`src/rtl/pcm_rx_pkg.sv`:
```
package pcm_rx_pkg;
  localparam int FINE_W    = 3;
  localparam int SLOT_BITS = 1 << FINE_W;
  localparam int WORD_W    = 2 * SLOT_BITS;
  localparam int CFG_DW    = 8;

  typedef enum logic [1:0] {
    REG_SLOT = 2'd0,
    REG_FINE = 2'd1,
    REG_CTRL = 2'd2,
    REG_NONE = 2'd3
  } cfg_sel_e;

  typedef struct packed {
    logic linear;
    logic active;
  } chan_ctrl_t;
endpackage

```
`src/rtl/pcm_rx_cfg.sv`:
```
module pcm_rx_cfg
  import pcm_rx_pkg::*;
#(
  parameter int TS_W    = 7,
  parameter int CHAN_ID = 0
) (
  input  logic              clk,
  input  logic              rst,
  input  logic              we,
  input  logic [1:0]        addr,
  input  logic [CFG_DW-1:0] wdata,
  output logic [TS_W-1:0]   slot,
  output logic [FINE_W-1:0] fine,
  output chan_ctrl_t        ctrl
);
  localparam logic [TS_W-1:0] SLOT_DEF = TS_W'(16 * CHAN_ID);

  always_ff @(posedge clk) begin
    if (rst) begin
      slot <= SLOT_DEF;
      fine <= '0;
      ctrl <= '0;
    end else if (we) begin
      case (cfg_sel_e'(addr))
        REG_SLOT: slot <= wdata[TS_W-1:0];
        REG_FINE: fine <= wdata[FINE_W-1:0];
        REG_CTRL: begin
          ctrl.active <= wdata[0];
          ctrl.linear <= wdata[1];
        end
        default: ;
      endcase
    end
  end
endmodule

```
`src/rtl/pcm_rx_framer.sv`:
```
module pcm_rx_framer #(
  parameter int FRAME_BITS = 256,
  parameter int CNT_W      = 8
) (
  input  logic             clk,
  input  logic             rst,
  input  logic             fsync,
  output logic [CNT_W-1:0] pos,
  output logic             in_frame,
  output logic             synced
);
  logic [CNT_W-1:0] cnt_q;
  logic [CNT_W-1:0] nxt_cnt;

  generate
    if ((FRAME_BITS & (FRAME_BITS - 1)) == 0) begin : g_pow2
      assign nxt_cnt = cnt_q + 1'b1;
    end else begin : g_mod
      assign nxt_cnt = (cnt_q == CNT_W'(FRAME_BITS - 1)) ? '0 : cnt_q + 1'b1;
    end
  endgenerate

  assign pos      = fsync ? '0 : nxt_cnt;
  assign in_frame = synced | fsync;

  always_ff @(posedge clk) begin
    if (rst) begin
      cnt_q  <= '0;
      synced <= 1'b0;
    end else begin
      cnt_q <= pos;
      if (fsync) synced <= 1'b1;
    end
  end
endmodule

```
`src/rtl/pcm_rx_window.sv`:
```
module pcm_rx_window
  import pcm_rx_pkg::*;
#(
  parameter int FRAME_BITS = 256,
  parameter int CNT_W      = 8,
  parameter int TS_W       = 7,
  parameter int POS_W      = 11
) (
  input  logic [TS_W-1:0]   slot,
  input  logic [FINE_W-1:0] fine,
  input  logic              linear,
  input  logic [CNT_W-1:0]  pos,
  output logic              in_win,
  output logic              at_last,
  output logic              bad
);
  logic [POS_W-1:0] start;
  logic [POS_W-1:0] len;
  logic [POS_W-1:0] stop;
  logic [POS_W-1:0] last;
  logic [POS_W-1:0] p;

  always_comb begin
    start   = POS_W'({slot, fine});
    len     = linear ? POS_W'(WORD_W) : POS_W'(SLOT_BITS);
    stop    = start + len;
    last    = stop - 1'b1;
    p       = POS_W'(pos);
    bad     = stop > POS_W'(FRAME_BITS);
    in_win  = !bad && (p >= start) && (p <= last);
    at_last = !bad && (p == last);
  end
endmodule

```
`src/rtl/pcm_rx_capture.sv`:
```
module pcm_rx_capture
  import pcm_rx_pkg::*;
(
  input  logic              clk,
  input  logic              rst,
  input  logic              sdata,
  input  logic              enable,
  input  logic              in_win,
  input  logic              at_last,
  input  logic              linear,
  input  logic              ovf_req,
  output logic [WORD_W-1:0] data,
  output logic              valid,
  output logic              overrun
);
  localparam logic [WORD_W-1:0] LOW_MASK = WORD_W'({SLOT_BITS{1'b1}});

  logic [WORD_W-1:0] sh_q;
  logic [WORD_W-1:0] sh_nxt;

  assign sh_nxt = {sh_q[WORD_W-2:0], sdata};

  always_ff @(posedge clk) begin
    if (rst) begin
      sh_q    <= '0;
      data    <= '0;
      valid   <= 1'b0;
      overrun <= 1'b0;
    end else begin
      valid   <= 1'b0;
      overrun <= 1'b0;
      if (enable) begin
        if (in_win) sh_q <= sh_nxt;
        if (at_last) begin
          valid <= 1'b1;
          data  <= linear ? sh_nxt : (sh_nxt & LOW_MASK);
        end
        overrun <= ovf_req;
      end
    end
  end
endmodule

```
`src/rtl/pcm_rx_slot_extract.sv`:
```
module pcm_rx_slot_extract
  import pcm_rx_pkg::*;
#(
  parameter int FRAME_SLOTS = 32,
  parameter int TS_W        = 7,
  parameter int CHAN_ID     = 0
) (
  input  logic              clk,
  input  logic              rst,
  input  logic              fsync,
  input  logic              sdata,
  input  logic              cfg_we,
  input  logic [1:0]        cfg_addr,
  input  logic [CFG_DW-1:0] cfg_wdata,
  output logic [WORD_W-1:0] rx_data,
  output logic              rx_valid,
  output logic              rx_overrun
);
  localparam int FRAME_BITS = FRAME_SLOTS * SLOT_BITS;
  localparam int CNT_W      = $clog2(FRAME_BITS);
  localparam int SPAN_W     = (TS_W + FINE_W > CNT_W) ? TS_W + FINE_W : CNT_W;
  localparam int POS_W      = SPAN_W + 2;

  logic [TS_W-1:0]   slot_q;
  logic [FINE_W-1:0] fine_q;
  chan_ctrl_t        ctrl_q;
  logic              chan_active;
  logic              chan_linear;
  logic [CNT_W-1:0]  pos;
  logic              in_frame;
  logic              synced;
  logic              in_win;
  logic              at_last;
  logic              bad;

  assign chan_active = ctrl_q.active;
  assign chan_linear = ctrl_q.linear;

  pcm_rx_cfg #(.TS_W(TS_W), .CHAN_ID(CHAN_ID)) u_cfg (
    .clk(clk), .rst(rst), .we(cfg_we), .addr(cfg_addr), .wdata(cfg_wdata),
    .slot(slot_q), .fine(fine_q), .ctrl(ctrl_q)
  );

  pcm_rx_framer #(.FRAME_BITS(FRAME_BITS), .CNT_W(CNT_W)) u_framer (
    .clk(clk), .rst(rst), .fsync(fsync),
    .pos(pos), .in_frame(in_frame), .synced(synced)
  );

  pcm_rx_window #(
    .FRAME_BITS(FRAME_BITS), .CNT_W(CNT_W), .TS_W(TS_W), .POS_W(POS_W)
  ) u_window (
    .slot(slot_q), .fine(fine_q), .linear(chan_linear), .pos(pos),
    .in_win(in_win), .at_last(at_last), .bad(bad)
  );

  pcm_rx_capture u_capture (
    .clk(clk), .rst(rst), .sdata(sdata),
    .enable(chan_active & in_frame),
    .in_win(in_win), .at_last(at_last), .linear(chan_linear),
    .ovf_req(fsync & bad),
    .data(rx_data), .valid(rx_valid), .overrun(rx_overrun)
  );
endmodule

```
`config.mk`:
```
export PLATFORM = sky130hd
export DESIGN_NAME = pcm_rx_slot_extract
export DESIGN_NICKNAME = d
export VERILOG_FILES = /design/src/rtl/pcm_rx_pkg.sv /design/src/rtl/pcm_rx_cfg.sv /design/src/rtl/pcm_rx_framer.sv /design/src/rtl/pcm_rx_window.sv /design/src/rtl/pcm_rx_capture.sv /design/src/rtl/pcm_rx_slot_extract.sv
export SDC_FILE = /design/constraint.sdc
export NUM_CORES = 1
export LEC_CHECK = 0
export ABC_AREA = 1
export BUFFER_PORTS_ARGS = -buffer_cell sky130_fd_sc_hd__buf_2
export CORE_UTILIZATION = 63
export DETAILED_ROUTE_END_ITERATION = 12
export MAX_ROUTING_LAYER = met4
export PLACE_DENSITY_LB_ADDON = 0.05
export SETUP_SLACK_MARGIN = 0.1
export SLEW_MARGIN = 10
export SYNTH_ARGS = -nofsm -noshare
export SYNTH_HDL_FRONTEND = slang
export SYNTH_SLANG_ARGS = --single-unit
```
`constraint.sdc`:
```
create_clock -name clk -period 10.15 [get_ports clk]
set_input_delay 1.5225 -clock clk [delete_from_list [all_inputs] [get_ports clk]]
set_output_delay 1.5225 -clock clk [all_outputs]
set_load 0.03 [all_outputs]
```
==> qor.log, run 1 <==
[timing] count of endpoints failing hold in the final timing report 0
[floorplanning] total core area 4504 sq um
[logic_synthesis] register bit total from synthesis 54
[routing] Avg Vias per Cell 5.274
[cts] clock tree buffer depth 2
[routing] via count 2716
[hold_path] Worst Hold Class reg2reg
[logic_synthesis] fraction of the yosys area taken by sequential cells 35.48%
[timing] Max Clock Freq 258.2 MHz
[logic_synthesis] Avg Inst Size Synth 6.988 sq um
[critical_path] worst-path fanout max 16
[timing] max-slew violation count 0
[timing] Worst Tran Pin Value 762.8 ps
[pwr] Peak supply drop 0.00008660 V
[critical_path] data arrival time of the worst path 4130 ps
[critical_path] CP Capture Type flip-flop
[cts] number of buffers inserted for hold repair after clock tree synthesis 0
[cts] root buffer selected by CTS clkbuf_8
[timing] unrepaired setup endpoints after global routing false
[logic_synthesis] Post-Synthesis Cell Area 3047 sq um
[logic_synthesis] Commonest cells post-synth nand2_1 (79), inv_1 (68), dfxtp_1 (54)
[place] RD Place Congestion 0.8506
[cts] Post-CTS Setup Inserts 0
[timing] min Tclk post-route 3872 ps
[timing] worst-case clock skew 11.64 ps
[cells_and_area] area used by sequential logic in the layout 1081 sq um
[place] number of port buffers 31
[global_routing] largest net degree at the start of global routing 45
[status] result of the run finished clean
[logic_synthesis] synthesized instance count 436
[floorplanning] Die H 71.54 um
[cts] source-to-sink clock delay at the later pin of the worst-skew pair 320 ps
[routing] number of nets with antenna violations after detailed routing 0
[floorplanning] Die X-Extent 71.54 um
[logic_synthesis] share of the synthesized area in the top cell type 35.48%
[cts] TritonCTS clock tree done
[routing] number of DRC violations after detailed routing 0
[routing] WL final 5806 um
[timing] worst-case hold slack 472.2 ps
[logic_synthesis] number of enable flip-flop cells after synthesis 0
[global_routing] wire length of the first global-routing pass 10340 um
[logic_synthesis] synth top area cells dfxtp_1 (35%), nand2_1 (9.7%), inv_1 (8.4%), ha_1 (8.2%), nor2_1 (5.5%)
[global_routing] number of antenna violations at the first check in global routing 0
[logic_synthesis] Async SR Flop Fraction 0%
[routing] router iterations before antenna repair 4
[cells_and_area] Post-Route Utilization 73.89%
[logic_synthesis] number of synthesis warnings 0
[cells_and_area] antenna diode instance count 0
[logic_synthesis] most common cell in the synthesized netlist nand2_1
[critical_path] Data required, critical path 10410 ps
[pwr] power density normalized to cell area 132.8 nW/um^2
[logic_synthesis] number of different library cells in the post-synthesis netlist 32
[global_routing] Overall Global Routing Usage 26.04%
[timing] setup total negative slack 0 ps
[cts] post-cts repair resize count 0
[cells_and_area] number of filler instances in the final layout 386
[timing] Final period util 38.15%
[floorplanning] area of the die 5118 sq um
[routing] DR WL/cell 11.27 um
[timing] Setup-failing EPs final 0
[timing] relative max-transition margin 49.14%
[cts] clock-pin slew of the registers on the worst-case setup and hold paths 110 ps
[logic_synthesis] top cell type by total area after synthesis dfxtp_1
[floorplanning] Std-Cell Rows 24
[global_routing] leftover overflow at the end of global routing 0
[critical_path] critical path start-end classification reg2reg
[floorplanning] ports placed on the boundary 33
[routing] Starting DRT DRC Count 169
[cells_and_area] layout overhead on the synthesized area 9.240%
[cts] Clock H-tree levels 2
[critical_path] crit path launch type flip-flop
[cells_and_area] fin nets 498
[cts] number of sinks on the clock net 54
[run] reported max-cap violation count 0
[pwr] leakage power 1.594 nW
[place] HPWL after detailed placement 4265 um
[cells_and_area] area occupied by multi-input gates 1618 sq um
[cells_and_area] share of cells above drive strength 1 15.55%
[logic_synthesis] synthesized net count 472
[cts] number of buffers added by the clock tree synthesis step 5
[floorplanning] initial cell density of the core 67.64%
[logic_synthesis] Primary FF master, synth dfxtp_1
[global_routing] number of global-route vias before repair 2459
## layout make-up
type                       count  share of cell area, %
timing repair buffer          32                  4.887
inverter                      76                  8.571
clock buffer                   5                  2.068
sequential                    54                  32.48
multi-input combinational    293                  48.61
clock inverter                 3                  1.429
tap                           52                  1.955
## metrics by stage
step | instances | power [W] | setup WS (ps) | area (sq um)
floorplan | 436 | 0.0002805 | 6789 | 3047
global placement | 507 | 0.0002927 | 6329 | 3212
detailed placement | 507 | 0.0002944 | 6290 | 3212
CTS | 515 | 0.0004452 | 6268 | 3328
global route | 515 | 0.0004646 | 5919 | 3328
finish | 515 | 0.0004419 | 6278 | 3328
## critical path: stages (launching register included)
cell and delay (ps):
dfxtp_1 430, inv_1 180, ha_1 210, inv_1 60, fa_1 540, nand2_1 70
nor2_1 130, nand3_1 100, nor2_2 170, xor2_1 160, inv_1 60, ha_1 300
nand2_1 80, nor3_1 330, a31oi_1 100, nand3_2 260, nand3_2 330, nand2_1 160
inv_1 50, nor2_1 100
## report_power, final
group	total, W	switching [W]	internal, W
sequential	0.000221	0.00000385	0.000217
combinational	0.0000691	0.0000454	0.0000237
clock	0.000152	0.0000763	0.0000754
## metal layers
layer  vias to the layer above  part of all wire [%]  track usage [%]
met3                         9                   4.2            4.782
li1                       1452                     -                -
met2                        55                    44            41.59
met5                         -                     0                -
met4                         0                   1.6            7.407
met1                      1200                    50            34.05
## registers in the layout, summed over array words and instances, names as in the netlist
| name | cells |
|---|---|
| u_framer.cnt_q | 8 |
| u_framer.synced | 1 |
| u_cfg.slot | 7 |
| u_cfg.ctrl | 2 |
| u_capture.overrun | 1 |
| u_capture.data | 16 |
| u_cfg.fine | 3 |
| u_capture.sh_q | 15 |
| u_capture.valid | 1 |
## worst paths after layout
path	startpoint	end	slack [ps]	cells past startpoint
hold / removal	u_capture.sh_q[10]	u_capture.data[11]	470	2
hold reg to reg	u_capture.sh_q[10]	u_capture.data[11]	470	2
setup reg to reg	u_cfg.ctrl[1]	u_capture.sh_q[14]	6280	19
setup / recovery	u_cfg.ctrl[1]	u_capture.sh_q[14]	6280	19
## logic make-up (layout without fill, tap and decap cells)
family | count (synthesis) | in the layout | synth area share (%)
AOI/OAI and AO/OA | 56 | 56 | 9.610
xor gates and xnor gates | 7 | 7 | 2.012
adders and majority gates | 21 | 21 | 8.871
buffers and inverters | 89 | 116 | 11.42
DFF | 54 | 54 | 35.48
and+or+nand+nor | 209 | 209 | 32.61
## layout by cell type, fill, tap and decap left out, drive strengths merged
master  instances
bufinv          1
nor4            8
inv            77
xor2            3
a31oi           1
or2             1
o21ai          31
a21oi          21
o211ai          2
dfxtp          54
o21bai          1
nand4          17
fa              1
buf            32
nand3          28
clkinv          1
clkbuf          5
nand2          83
nor2           60
xnor2           4
nor3b           1
ha             20
nor3           11
Power figures use the tool's default switching activity.
==> run 2, diff against run 1 <==
--- a/config.mk
+++ b/config.mk
@@ -7,7 +7,7 @@
 export LEC_CHECK = 0
 export ABC_AREA = 1
 export BUFFER_PORTS_ARGS = -buffer_cell sky130_fd_sc_hd__buf_2
-export CORE_UTILIZATION = 63
+export CORE_UTILIZATION = 59
 export DETAILED_ROUTE_END_ITERATION = 12
 export MAX_ROUTING_LAYER = met4
 export PLACE_DENSITY_LB_ADDON = 0.05
==> constraint.sdc (replaced) <==
create_clock -name clk -period 3.8 [get_ports clk]
set_input_delay 0.57 -clock clk [delete_from_list [all_inputs] [get_ports clk]]
set_output_delay 0.57 -clock clk [all_outputs]
set_load 0.03 [all_outputs]
==> run 2 against run 1 <==
Final cell count grew 3.5%. Total power grew to 2.6 times the previous value. Final area increased by 1.6%. Global-route usage down 1.4 points.
==> qor.log, run 2 (synthesized netlist as in run 1, its figures left out) <==
[hold_path] Worst Hold Class reg2reg
[pwr] Peak supply drop 0.0002756 V
[cts] TritonCTS clock tree done
[place] worst setup timing slack at the placement stage 340.0 ps
[routing] DR WL/cell 11.16 um
[cells_and_area] layout overhead on the synthesized area 10.97%
[routing] via count 2725
[cts] Post-CTS Setup Inserts 0
[critical_path] combined buffer and inverter count along the critical path 4
[pwr] NetSw 0.0003189 W
[global_routing] Overall Global Routing Usage 24.61%
[critical_path] CP Capture Type flip-flop
[timing] setup total negative slack 0 ps
[routing] Avg Vias per Cell 5.113
[global_routing] number of antenna violations at the first check in global routing 0
[pwr] combinational cell fraction of total power 16.5%
[timing] worst-case clock skew 9.468 ps
[critical_path] most numerous cell on the critical path inv_1
[routing] number of nets with antenna violations after detailed routing 0
[pwr] total internal power 0.0008392 W
[cells_and_area] number of filler instances in the final layout 431
[cts] root buffer selected by CTS clkbuf_8
[critical_path] critical path start-end classification reg2reg
[global_routing] wire length of the first global-routing pass 10160 um
[cts] number of sinks on the clock net 54
[pwr] clock power share 32.7%
[timing] max-slew violation count 0
[timing] unrepaired setup endpoints after global routing false
[critical_path] worst-path fanout max 16
[critical_path] Data required, critical path 4010 ps
[cells_and_area] area occupied by multi-input gates 1630 sq um
[cts] Clock H-tree levels 2
[critical_path] category of cells accounting for the largest share of critical-path delay simple AND/OR/NAND/NOR gates
[place] HPWL after detailed placement 4363 um
[floorplanning] Std-Cell Rows 25
[global_routing] leftover overflow at the end of global routing 0
[place] RD Place Congestion 0.8259
[cells_and_area] share of cells above drive strength 1 16.31%
[cts] number of buffers added by the clock tree synthesis step 5
[critical_path] slowest cell on the critical path fa_1
[cts] number of buffers inserted for hold repair after clock tree synthesis 0
[global_routing] largest net degree at the start of global routing 39
[timing] Worst Tran Pin Value 427.3 ps
[floorplanning] ports placed on the boundary 33
[floorplanning] total core area 4848 sq um
[critical_path] crit path launch type flip-flop
[place] area after detailed placement 3261 sq um
[routing] number of DRC violations after detailed routing 0
[pwr] switching power share of the total 27.54%
[critical_path] critical-path cell list inv_1 > ha_1 > inv_1 > fa_1 > nand2_1 > nor2_1 > nand3_1 > nor2_2 > xor2_1 > inv_1 > ha_1 > nand2_1 > nor3_2 > nand3_2 > nor2_8 > inv_2 > nand3_1 > o21ai_1
[timing] min Tclk post-route 3361 ps
[pwr] leakage power 1.610 nW
[floorplanning] initial cell density of the core 62.84%
[timing] Final period util 88.44%
[floorplanning] Die H 73.86 um
[cells_and_area] leading registers by flop count u_capture.data (16), u_capture.sh_q (15), u_framer.cnt_q (8)
[cells_and_area] most used cells in the layout excluding fill and tap cells nand2_1 (79), inv_1 (68), dfxtp_1 (54)
[timing] crit path setup slack, layout 439.2 ps
[timing] relative max-transition margin 71.29%
[pwr] sequential group share of total power 50.9%
[routing] Starting DRT DRC Count 171
[cells_and_area] antenna diode instance count 0
[cts] clock-pin slew of the registers on the worst-case setup and hold paths 100 ps
[pwr] power density normalized to cell area 342.6 nW/um^2
[floorplanning] Die X-Extent 73.86 um
[place] number of port buffers 31
[timing] Setup-failing EPs final 0
[cells_and_area] final non-filler cell area 3381 sq um
[floorplanning] area of the die 5455 sq um
[routing] WL final 5947 um
[cells_and_area] area used by sequential logic in the layout 1081 sq um
[routing] router iterations before antenna repair 4
[critical_path] data arrival time of the worst path 3570 ps
[cells_and_area] Reg with most FFs u_capture.data
[status] result of the run finished clean
[run] reported max-cap violation count 0
[cts] source-to-sink clock delay at the later pin of the worst-skew pair 310 ps
[cells_and_area] fin nets 502
[cells_and_area] flip-flop count of the largest register, all copies and words added 16
[critical_path] delay of the slowest critical-path stage 540 ps
[timing] Max Clock Freq 297.5 MHz
[cells_and_area] Post-Route Utilization 69.73%
[timing] count of endpoints failing hold in the final timing report 0
[cts] clock tree buffer depth 2
[global_routing] number of global-route vias before repair 2359
[cells_and_area] most common cell after layout, fill and taps aside nand2_1
-- run 2: power by group through the flow --
stage	clock network, W	registers (W)	logic [W]
after global placement	0	0.000602	0.000182
after detailed placement	0	0.000602	0.000187
after global routing	0.000407	0.000591	0.000219
final	0.000378	0.000589	0.000191
after CTS	0.000388	0.000589	0.000188
after floorplan	0	0.000601	0.000148
-- run 2: area by class of cell --
| cell class | instances | share of cell area (%) |
|---|---|---|
| Clock buffer | 5 | 2.036 |
| Clock inverter | 2 | 1.147 |
| Timing Repair Buffer | 36 | 5.699 |
| Multi-Input combinational cell | 293 | 48.22 |
| Tap cell | 67 | 2.480 |
| Sequential cell | 54 | 31.98 |
| Inverter | 76 | 8.438 |
-- run 2: final timing paths --
path                                         start            endpoint  slack, ps  cells after the start
worst max-delay path                 u_cfg.ctrl[1]  u_capture.data[12]        440                     18
worst min-delay path            u_capture.sh_q[13]  u_capture.data[14]        470                      2
worst max register to register       u_cfg.ctrl[1]  u_capture.data[12]        440                     18
worst min register to register  u_capture.sh_q[13]  u_capture.data[14]        470                      2
-- run 2: tightest hold or removal path: cells and delay by family (launching register included) --
| family | cells | cell delay, ps |
|---|---|---|
| flip-flops | 1 | 320 |
| AND/OR/NAND/NOR | 1 | 60 |
| AO/OA/AOI/OAI | 1 | 60 |
-- run 2: what timing repair did --
| action | in CTS | in global routing |
|---|---|---|
| gates resized for setup | 0 | 2 |
| setup endpoints to repair | 0 | 20 |
| endpoints found under the hold margin | 0 | 0 |
-- run 2: through the flow --
stage / std cells / power, W / hold slack, ps
2_1_floorplan: 436 / 0.0007492 / 449.5
3_3_place_gp: 526 / 0.0007843 / 457.1
5_1_grt: 533 / 0.001217 / 500.3
3_5_place_dp: 526 / 0.0007893 / 462.1
6_report: 533 / 0.001158 / 473.7
4_1_cts: 533 / 0.001165 / 479.2
-- run 2: per-layer routing --
| layer | global-route usage (%) | wire length (um) | up-vias |
|---|---|---|---|
| li1 | - | - | 1469 |
| met1 | 32.88 | 3026 | 1206 |
| met2 | 38.02 | 2651 | 46 |
| met3 | 4.527 | 203 | 4 |
| met4 | 6.838 | 65 | 0 |
| met5 | - | 0 | - |
